<file path="src/rtl/ext_irq_pkg.sv">
package ext_irq_pkg;

   typedef enum logic [1:0] {
      SENSE_LOW  = 2'b00,
      SENSE_RSVD = 2'b01,
      SENSE_FALL = 2'b10,
      SENSE_RISE = 2'b11
   } sense_e;

   function automatic logic is_edge_mode(input logic [1:0] code);
      return code[1];
   endfunction

endpackage

</file>
<file path="src/rtl/irq_pin_sync.sv">
module irq_pin_sync #(
   parameter int STAGES     = 2,
   parameter bit PRESET_VAL = 1'b1
) (
   input  logic clk,
   input  logic rst_n,
   input  logic pin_i,
   output logic cur_o,
   output logic prev_o
);
   localparam int LAST = STAGES - 1;

   if (STAGES < 2) begin : g_bad_stages
      $error("irq_pin_sync: STAGES must be at least 2");
   end

   logic [LAST:0] chain_q;
   logic          prev_q;

   always_ff @(posedge clk or negedge rst_n) begin
      if (!rst_n) begin
         chain_q <= {STAGES{PRESET_VAL}};
      end else begin
         chain_q <= {chain_q[LAST-1:0], pin_i};
      end
   end

   always_ff @(posedge clk or negedge rst_n) begin
      if (!rst_n) begin
         prev_q <= PRESET_VAL;
      end else begin
         prev_q <= chain_q[LAST];
      end
   end

   assign cur_o  = chain_q[LAST];
   assign prev_o = prev_q;

endmodule

</file>
<file path="src/rtl/irq_edge_detect.sv">
module irq_edge_detect
   import ext_irq_pkg::*;
(
   input  logic [1:0] sense_i,
   input  logic       cur_i,
   input  logic       prev_i,
   output logic       hit_o
);
   logic fell, rose;

   assign fell = prev_i & ~cur_i;
   assign rose = ~prev_i & cur_i;

   always_comb begin
      case (sense_e'(sense_i))
         SENSE_FALL: hit_o = fell;
         SENSE_RISE: hit_o = rose;
         default:    hit_o = 1'b0;
      endcase
   end

endmodule

</file>
<file path="src/rtl/irq_pending.sv">
module irq_pending #(
   parameter bit SET_WINS = 1'b1
) (
   input  logic clk,
   input  logic rst_n,
   input  logic edge_mode_i,
   input  logic hit_i,
   input  logic ack_i,
   input  logic clr_i,
   output logic flag_o
);
   logic flag_q, flag_d, drop;

   assign drop = ack_i | clr_i;

   if (SET_WINS) begin : g_set_first
      always_comb begin
         if (!edge_mode_i)  flag_d = 1'b0;
         else if (hit_i)    flag_d = 1'b1;
         else if (drop)     flag_d = 1'b0;
         else               flag_d = flag_q;
      end

      assert_edge_sets_R4: assert property (@(posedge clk) disable iff (!rst_n)
         (edge_mode_i && hit_i) |=> flag_o);
   end else begin : g_clear_first
      always_comb begin
         if (!edge_mode_i)  flag_d = 1'b0;
         else if (drop)     flag_d = 1'b0;
         else if (hit_i)    flag_d = 1'b1;
         else               flag_d = flag_q;
      end

      assert_edge_sets_R4: assert property (@(posedge clk) disable iff (!rst_n)
         (edge_mode_i && hit_i && !drop) |=> flag_o);
   end

   always_ff @(posedge clk or negedge rst_n) begin
      if (!rst_n) flag_q <= 1'b0;
      else        flag_q <= flag_d;
   end

   assign flag_o = flag_q;

   assert_ack_clears_R9: assert property (@(posedge clk) disable iff (!rst_n)
      (edge_mode_i && drop && !hit_i) |=> !flag_o);

   assert_leave_edge_R10: assert property (@(posedge clk) disable iff (!rst_n)
      !edge_mode_i |=> !flag_o);

endmodule

</file>
<file path="src/rtl/ext_irq_sense.sv">
module ext_irq_sense
   import ext_irq_pkg::*;
#(
   parameter int SYNC_STAGES = 2,
   parameter bit SET_WINS    = 1'b1
) (
   input  logic       clk,
   input  logic       rst_n,
   input  logic       pin_i,
   input  logic [1:0] sense_i,
   input  logic       src_en_i,
   input  logic       gie_i,
   input  logic       ack_i,
   input  logic       clr_i,
   output logic       pending_o,
   output logic       req_o,
   output logic       level_o
);
   logic pin_cur, pin_prev, hit, flag, edge_mode;

   assign edge_mode = is_edge_mode(sense_i);

   irq_pin_sync #(.STAGES(SYNC_STAGES), .PRESET_VAL(1'b1)) u_sync (
      .clk    (clk),
      .rst_n  (rst_n),
      .pin_i  (pin_i),
      .cur_o  (pin_cur),
      .prev_o (pin_prev)
   );

   irq_edge_detect u_edge (
      .sense_i (sense_i),
      .cur_i   (pin_cur),
      .prev_i  (pin_prev),
      .hit_o   (hit)
   );

   irq_pending #(.SET_WINS(SET_WINS)) u_pend (
      .clk         (clk),
      .rst_n       (rst_n),
      .edge_mode_i (edge_mode),
      .hit_i       (hit),
      .ack_i       (ack_i),
      .clr_i       (clr_i),
      .flag_o      (flag)
   );

   always_comb begin
      case (sense_e'(sense_i))
         SENSE_LOW:  pending_o = ~pin_cur;
         SENSE_RSVD: pending_o = 1'b0;
         default:    pending_o = flag;
      endcase
   end

   assign req_o   = pending_o & src_en_i & gie_i;
   assign level_o = ~pin_cur;

   assert_low_nonlatch_R2: assert property (@(posedge clk) disable iff (!rst_n)
      (sense_i == SENSE_LOW && pin_cur) |-> !req_o);

   assert_rsvd_quiet_R3: assert property (@(posedge clk) disable iff (!rst_n)
      (sense_i == SENSE_RSVD) |-> !req_o);

   assert_sync_preset_R1: assert property (@(posedge clk) disable iff (!rst_n)
      (pin_prev && pin_cur && edge_mode && !flag) |=> !(flag && pin_prev));

endmodule

</file>
<file path="config.mk">
export PLATFORM = sky130hd
export DESIGN_NAME = ext_irq_sense
export DESIGN_NICKNAME = d
export VERILOG_FILES = /design/src/rtl/ext_irq_pkg.sv /design/src/rtl/irq_pin_sync.sv /design/src/rtl/irq_edge_detect.sv /design/src/rtl/irq_pending.sv /design/src/rtl/ext_irq_sense.sv
export SDC_FILE = /design/constraint.sdc
export NUM_CORES = 1
export LEC_CHECK = 0
export ABC_CLOCK_PERIOD_IN_PS = 2470
export BUFFER_PORTS_ARGS = -buffer_cell sky130_fd_sc_hd__buf_4
export CAP_MARGIN = 20
export CORE_AREA = 2 2 39 41
export CTS_CLUSTER_SIZE = 10
export DETAILED_ROUTE_END_ITERATION = 7
export DIE_AREA = 0 0 41 43
export SYNTH_ARGS = -nofsm -noshare
export SYNTH_HDL_FRONTEND = slang
export SYNTH_HIERARCHICAL = 1
export SYNTH_SLANG_ARGS = --single-unit
</file>
<file path="constraint.sdc">
create_clock -name clk -period 2.47 [get_ports clk]
set_input_delay 0.1235 -clock clk [delete_from_list [all_inputs] [get_ports clk]]
set_output_delay 0.1235 -clock clk [all_outputs]
set_load 0.1 [all_outputs]
</file>
==> impl_metrics.csv, run 1 <==
group,metric,value,unit
sta,whs,0.0529,ns
sta,worstMarginPinSlew,0.280,ns
power,p_comb_share,19.1,%
setup_path,cp-end-kind,"output port",
floorplan,fp-row-count,14,
clocking,cts_buffers,3,
power,power,207,µW
sta,finalMaxSlewViolations,0,
setup_path,start_kind,"register",
detailed_routing,route.vias.total,179,
logic_synthesis,yosysSeqAreaShare,58.5,%
sta,worst_slack,0.901,ns
floorplan,coreArea,1380,µm²
floorplan,initial_core_util,12.8,%
clocking,ctsResizeCount,0,
floorplan,ios,12,
clocking,insertion_delay,0.24,ns
floorplan,fp.dieH,43,µm
clocking,cts-root-buf,"clkbuf_4",
placed_design,dp_hpwl,288,µm
setup_path,timing.rr.end,"u_pend/flag_o",
clocking,clk_pin_slew_worst_paths,0.05,ns
run,maxCapViolCount,0,
setup_path,startpoint,"u_sync/chain_q[1]",
sta,min_period_over_period,63.5,%
sta,period_minus_slack,1.57,ns
final_layout,final_cell_mix,"buf_4 (11), nand2_1 (6), clkbuf_4 (3), dfstp_2 (3), dlygate4sd3_1 (2)",
logic_synthesis,synth_seq_cells,4,
sta,grt_setup_unrepaired,"false",
setup_path,required,2.35,ns
final_layout,stdcell_count,49,
power,seq_power_share,35.2,%
final_layout,num_antenna_cells,0,
sta,skew,0.00835,ns
clocking,cts_buffer_depth,2,
detailed_routing,firstDrtPassIters,4,
setup_path,cp.arrival,1.45,ns
final_layout,layout_commonest_cell,"buf_4",
placed_design,dpl-instance-area,280,µm²
placed_design,dp_slack,1.15,ns
outcome,status,"finished clean",
logic_synthesis,synthesis.nets,25,
global_routing,track_usage,5.85,%
detailed_routing,drtIter0Drc,3,
global_routing,grt_max_degree,7,
global_routing,grt_pass1_wl,600,µm
placed_design,io_buffers,11,
setup_path,r2r-start,"u_sync/chain_q[1]",
final_layout,fin_area,327,µm²
power,ir_worst_vdd,0.000208,V
detailed_routing,wl_per_cell,8.59,µm
floorplan,dieArea,1760,µm²
logic_synthesis,netlist_area,178,µm²
power,p_int,148,µW
detailed_routing,ant_nets,0,
detailed_routing,vias_per_cell,3.65,
global_routing,grt_pass1_vias,151,
power,power.static_leakage,0.155,nW
clocking,htreeDepth,1,
sta,finalHoldViolCount,0,
final_layout,final_nets,43,
power,swShare,28.6,%
setup_path,ff2ff_setup_slack,1.51,ns
global_routing,gr-total-overflow,0,
setup_path,rr_worst_depth,4,
sta,clock.fmax,638,MHz
placed_design,gp_congestion,0.539,
setup_path,cp-endpoint,"req_o",
final_layout,finish.utilization,23.6,%
clocking,cts.sinks,4,
clocking,cts_tree,"built",
power,switchingPower,59.1,µW
logic_synthesis,synth_cell_types,9,
logic_synthesis,syn_avg_cell_area,11.1,µm²
setup_path,setup.worst_path.class,"register to output port",
sta,tns,0,ns
power,p_per_area,633,nW/µm²
setup_path,critPathMaxFanout,5,
global_routing,antenna_found_initial,0,
sta,finalSetupViolCount,0,
detailed_routing,drc,0,
power,clockPowerShare,45.7,%
floorplan,dieWidth,41,µm
placed_design,dp.cells,43,
final_layout,drive_gt1_share,57.6,%
final_layout,syn2layout_area_growth,83.8,%
sta,slew-limit-headroom,81.5,%
logic_synthesis,netlist_instances,16,
min_path,hold_path_class,"input port to register",
logic_synthesis,ys_warn_count,6,
detailed_routing,wl,421,µm
-- cell usage after synthesis (all sizes together) --
cell / count / area, µm²
dfrtp: 1 / 25.0
dfstp: 3 / 78.8
nand4b: 1 / 8.76
or3: 1 / 6.26
nand4bb: 1 / 11.3
o31ai: 1 / 12.5
inv: 1 / 3.75
a21oi: 1 / 8.76
nand2: 6 / 22.5
-- area by class of cell --
cell class,count,area (µm²)
flip-flops and latches,4,104
repair buffers,13,103
inverters,1,3.75
clock buffers,4,26.3
multi-input cells,11,70.1
fillers,155,1060
well taps,16,20.0
-- power by group through the flow --
stage / clock network (mW) / registers, mW / logic (mW)
floorplan: 0 / 0.0730 / 0.0210
global placement: 0 / 0.0732 / 0.0370
detailed placement: 0 / 0.0736 / 0.0372
CTS: 0.101 / 0.0728 / 0.0398
global route: 0.107 / 0.0731 / 0.0416
finish: 0.0944 / 0.0728 / 0.0394
-- what timing repair did --
item	4_1_cts	5_1_grt
buffers inserted	0	0
hold buffers	2	0
hold endpoints to repair	5	0
setup endpoints to repair	0	0
-- routing by layer --
metal | global-route usage, % | routed length [µm] | share of wire [%]
met5 | 0 | 0 | 0
met1 | 5.23 | 150 | 36
met3 | 4.71 | 78 | 19
met2 | 7.50 | 192 | 46
met4 | 6.00 | 0 | 0
-- cells by family after synthesis --
| kind of cell | after synthesis | synth area share, % |
|---|---|---|
| and+or+nand+nor | 9 | 27.5 |
| DFF | 4 | 58.5 |
| AOI/OAI and AO/OA | 2 | 12.0 |
| buffers and inverters | 1 | 2.11 |
-- how the worst min path moves through the flow --
| stage | from | to | slack, ns | depth (start not counted) |
|---|---|---|---|---|
| 5_1_grt | ack_i | u_pend/flag_o | 0.04 | 2 |
| 3_3_place_gp | rst_n | u_pend/flag_o | -0.08 | 1 |
| 4_1_cts | ack_i | u_pend/flag_o | 0.04 | 2 |
| 6_report | ack_i | u_pend/flag_o | 0.05 | 2 |
| 2_1_floorplan | rst_n | u_pend/flag_o | -0.17 | 0 |
| 3_5_place_dp | rst_n | u_pend/flag_o | -0.08 | 1 |
-- critical path: stages, from the launching register on --
cell and delay (ns):
dfstp_2 0.38, or3_1 0.40, a21oi_2 0.14, buf_4 0.29
-- state kept, by name, indices dropped and copies added, names as in the netlist --
register and cells:
u_sync/chain_q 2, u_sync/prev_o 1, u_pend/flag_o 1
No activity file was read; power rests on OpenSTA's default activity.
==> run 2: changes to the inputs <==
--- a/config.mk
+++ b/config.mk
@@ -5,7 +5,8 @@
 export SDC_FILE = /design/constraint.sdc
 export NUM_CORES = 1
 export LEC_CHECK = 0
-export ABC_CLOCK_PERIOD_IN_PS = 2470
+export ABC_AREA = 1
+export ABC_CLOCK_PERIOD_IN_PS = 1450
 export BUFFER_PORTS_ARGS = -buffer_cell sky130_fd_sc_hd__buf_4
 export CAP_MARGIN = 20
 export CORE_AREA = 2 2 39 41
==> constraint.sdc (replaced) <==
create_clock -name clk -period 1.45 [get_ports clk]
set_input_delay 0.0725 -clock clk [delete_from_list [all_inputs] [get_ports clk]]
set_output_delay 0.0725 -clock clk [all_outputs]
set_load 0.1 [all_outputs]
==> impl_metrics.csv, run 2 <==
group,metric,value,unit
detailed_routing,firstDrtPassIters,1,
clocking,cts_setup_buffers,0,
clocking,cts.sinks,4,
sta,worstMarginPinSlew,0.278,ns
final_layout,final_nets,55,
final_layout,top_register,"u_sync/chain_q",
power,ir_worst_vdd,0.000482,V
detailed_routing,drc,0,
sta,tns,0,ns
logic_synthesis,syn_avg_cell_area,7.15,µm²
clocking,cts_buffers,3,
logic_synthesis,synth_edf_count,0,
outcome,status,"finished clean",
setup_path,ff2ff_setup_slack,0.38,ns
power,p_per_area,942,nW/µm²
floorplan,dieArea,1760,µm²
global_routing,gr-total-overflow,0,
logic_synthesis,yosysSeqAreaShare,51.9,%
clocking,cts-root-buf,"clkbuf_4",
final_layout,fillers,146,
logic_synthesis,yosysTopAreaCellShare,39.4,%
final_layout,largest_register_ffs,2,
sta,min_period_over_period,93.5,%
min_path,min_from,"sense_i[1]",
logic_synthesis,ys_warn_count,6,
setup_path,timing.rr.end,"u_pend/flag_o",
sta,whs,0.0872,ns
detailed_routing,vias_per_cell,3.38,
setup_path,critPathMaxFanout,4,
final_layout,drive_gt1_share,46.7,%
sta,skew,0.00795,ns
detailed_routing,wl,398,µm
run,maxCapViolCount,0,
placed_design,dp.cells,55,
sta,finalSetupViolCount,0,
floorplan,initial_core_util,14.5,%
logic_synthesis,yosysMostFrequentCell,"nand2_1",
detailed_routing,drtIter0Drc,0,
floorplan,coreArea,1380,µm²
setup_path,cp-end-kind,"output port",
detailed_routing,wl_per_cell,6.52,µm
sta,grt_setup_unrepaired,"false",
global_routing,track_usage,5.85,%
logic_synthesis,synth_seq_cells,4,
setup_path,r2r-start,"u_sync/chain_q[1]",
logic_synthesis,synth_common_cells,"nand2_1 (10), inv_1 (6), nor2_1 (6)",
sta,slew-limit-headroom,81.7,%
logic_synthesis,synth_cell_types,7,
logic_synthesis,synth_top_area_cell,"dfstp_2",
clocking,cts_tree,"built",
logic_synthesis,synthArstFlopShare,100,%
min_path,whs_path_depth,3,
setup_path,required,1.38,ns
global_routing,antenna_found_initial,0,
logic_synthesis,synthesis.nets,37,
detailed_routing,route.vias.total,206,
logic_synthesis,synth_top_flop_cell,"dfstp_2",
final_layout,num_antenna_cells,0,
final_layout,multi_input_area,96.3,µm²
final_layout,stdcell_count,61,
final_layout,seqCellArea,104,µm²
clocking,htreeDepth,1,
sta,finalMaxSlewViolations,0,
placed_design,io_buffers,11,
setup_path,start_kind,"register",
placed_design,gp_congestion,0.663,
logic_synthesis,netlist_instances,28,
global_routing,grt_pass1_vias,192,
power,power.static_leakage,0.202,nW
global_routing,grt_pass1_wl,655,µm
logic_synthesis,netlist_area,200,µm²
final_layout,final_cell_mix,"buf_4 (11), nand2_1 (8), nor2_1 (6)",
min_path,holdPathEnd,"u_pend/flag_o",
setup_path,setup.worst_path.class,"register to output port",
clocking,clk_pin_slew_worst_paths,0.04,ns
global_routing,grt_max_degree,7,
floorplan,dieWidth,41,µm
logic_synthesis,synth.area.top_cells,"dfstp_2 (39%), nand2_1 (19%), dfrtp_1 (13%)",
detailed_routing,ant_nets,0,
setup_path,cp.arrival,1.28,ns
setup_path,rr_worst_depth,7,
final_layout,syn2layout_area_growth,87.5,%
clocking,insertion_delay,0.24,ns
sta,period_minus_slack,1.36,ns
placed_design,dp_slack,0.329,ns
sta,worst_slack,0.0940,ns
clocking,cts_buffer_depth,2,
min_path,hold_path_class,"input port to register",
clocking,ctsResizeCount,0,
floorplan,ios,12,
final_layout,layout_commonest_cell,"buf_4",
floorplan,fp.dieH,43,µm
floorplan,fp-row-count,14,
sta,clock.fmax,737,MHz
sta,finalHoldViolCount,0,
==> run 2: cell types whose count changed after synthesis <==
cell	change
nand3_1	+1
nor2_1	+6
nand4b_1	-1
nand4bb_1	-1
nand2_1	+4
o31ai_2	-1
inv_1	+5
or3_1	-1
==> run 2: cell families (layout without fill, tap and decap cells) <==
group / count (synthesis) / in the layout / share of synthesized area (%)
and+or+nand+nor: 17 / 17 / 32.5
DFF: 4 / 4 / 51.9
AOI/OAI and AO/OA: 1 / 1 / 4.38
buffers and inverters: 6 / 23 / 11.2
==> run 2: stage by stage <==
step	utilization [%]	area, µm²	power [mW]
after floorplan	-	226	0.171
after global placement	23.8	329	0.198
after detailed placement	23.8	329	0.199
after CTS	27.1	375	0.364
after global routing	27.1	375	0.378
final	27.1	375	0.354
==> run 2: worst max-delay path: stages, from the launching register on <==
cell and delay, ns:
dfstp_2 0.57, clkinvlp_4 0.12, nand2_4 0.09, a21oi_4 0.05, buf_4 0.23
==> run 2: power by group <==
part / internal [mW] / switching (mW)
Sequential: 0.121 / 0.00383
Combinational: 0.0296 / 0.0472
Clock: 0.103 / 0.0488
Total: 0.254 / 0.0998
==> run 2: routing by layer <==
metal | GRT usage [%] | vias up | share of wire, %
met5 | 0 | - | 0
met4 | 6.00 | 0 | 0
met3 | 3.14 | 0 | 4.8
met2 | 7.50 | 5 | 53
met1 | 6.19 | 88 | 42
li1 | - | 113 | -
==> run 2: worst max-delay path by stage <==
| stage | start | endpoint | slack, ns | cells after the start |
|---|---|---|---|---|
| 6_report | u_sync/chain_q[1] | req_o | 0.09 | 4 |
| 5_1_grt | u_sync/chain_q[1] | req_o | 0.04 | 4 |
| 4_1_cts | u_sync/chain_q[1] | req_o | 0.07 | 4 |
| 3_5_place_dp | u_sync/chain_q[1] | req_o | 0.33 | 4 |
| 3_3_place_gp | u_sync/chain_q[1] | req_o | 0.34 | 4 |
| 2_1_floorplan | u_sync/chain_q[1] | pending_o | -0.06 | 3 |
==> run 2: layout make-up <==
type	count	share of cell area, %
multi-input combinational	18	25.7
timing repair buffer	13	27.3
sequential	4	27.7
clock buffer	4	7.00
inverter	6	7.00
tap	16	5.33
==> run 2: repair_timing <==
action | CTS | global route
hold buffers | 2 | 0
endpoints found under the setup margin | 0 | 0
endpoints found under the hold margin | 5 | 0
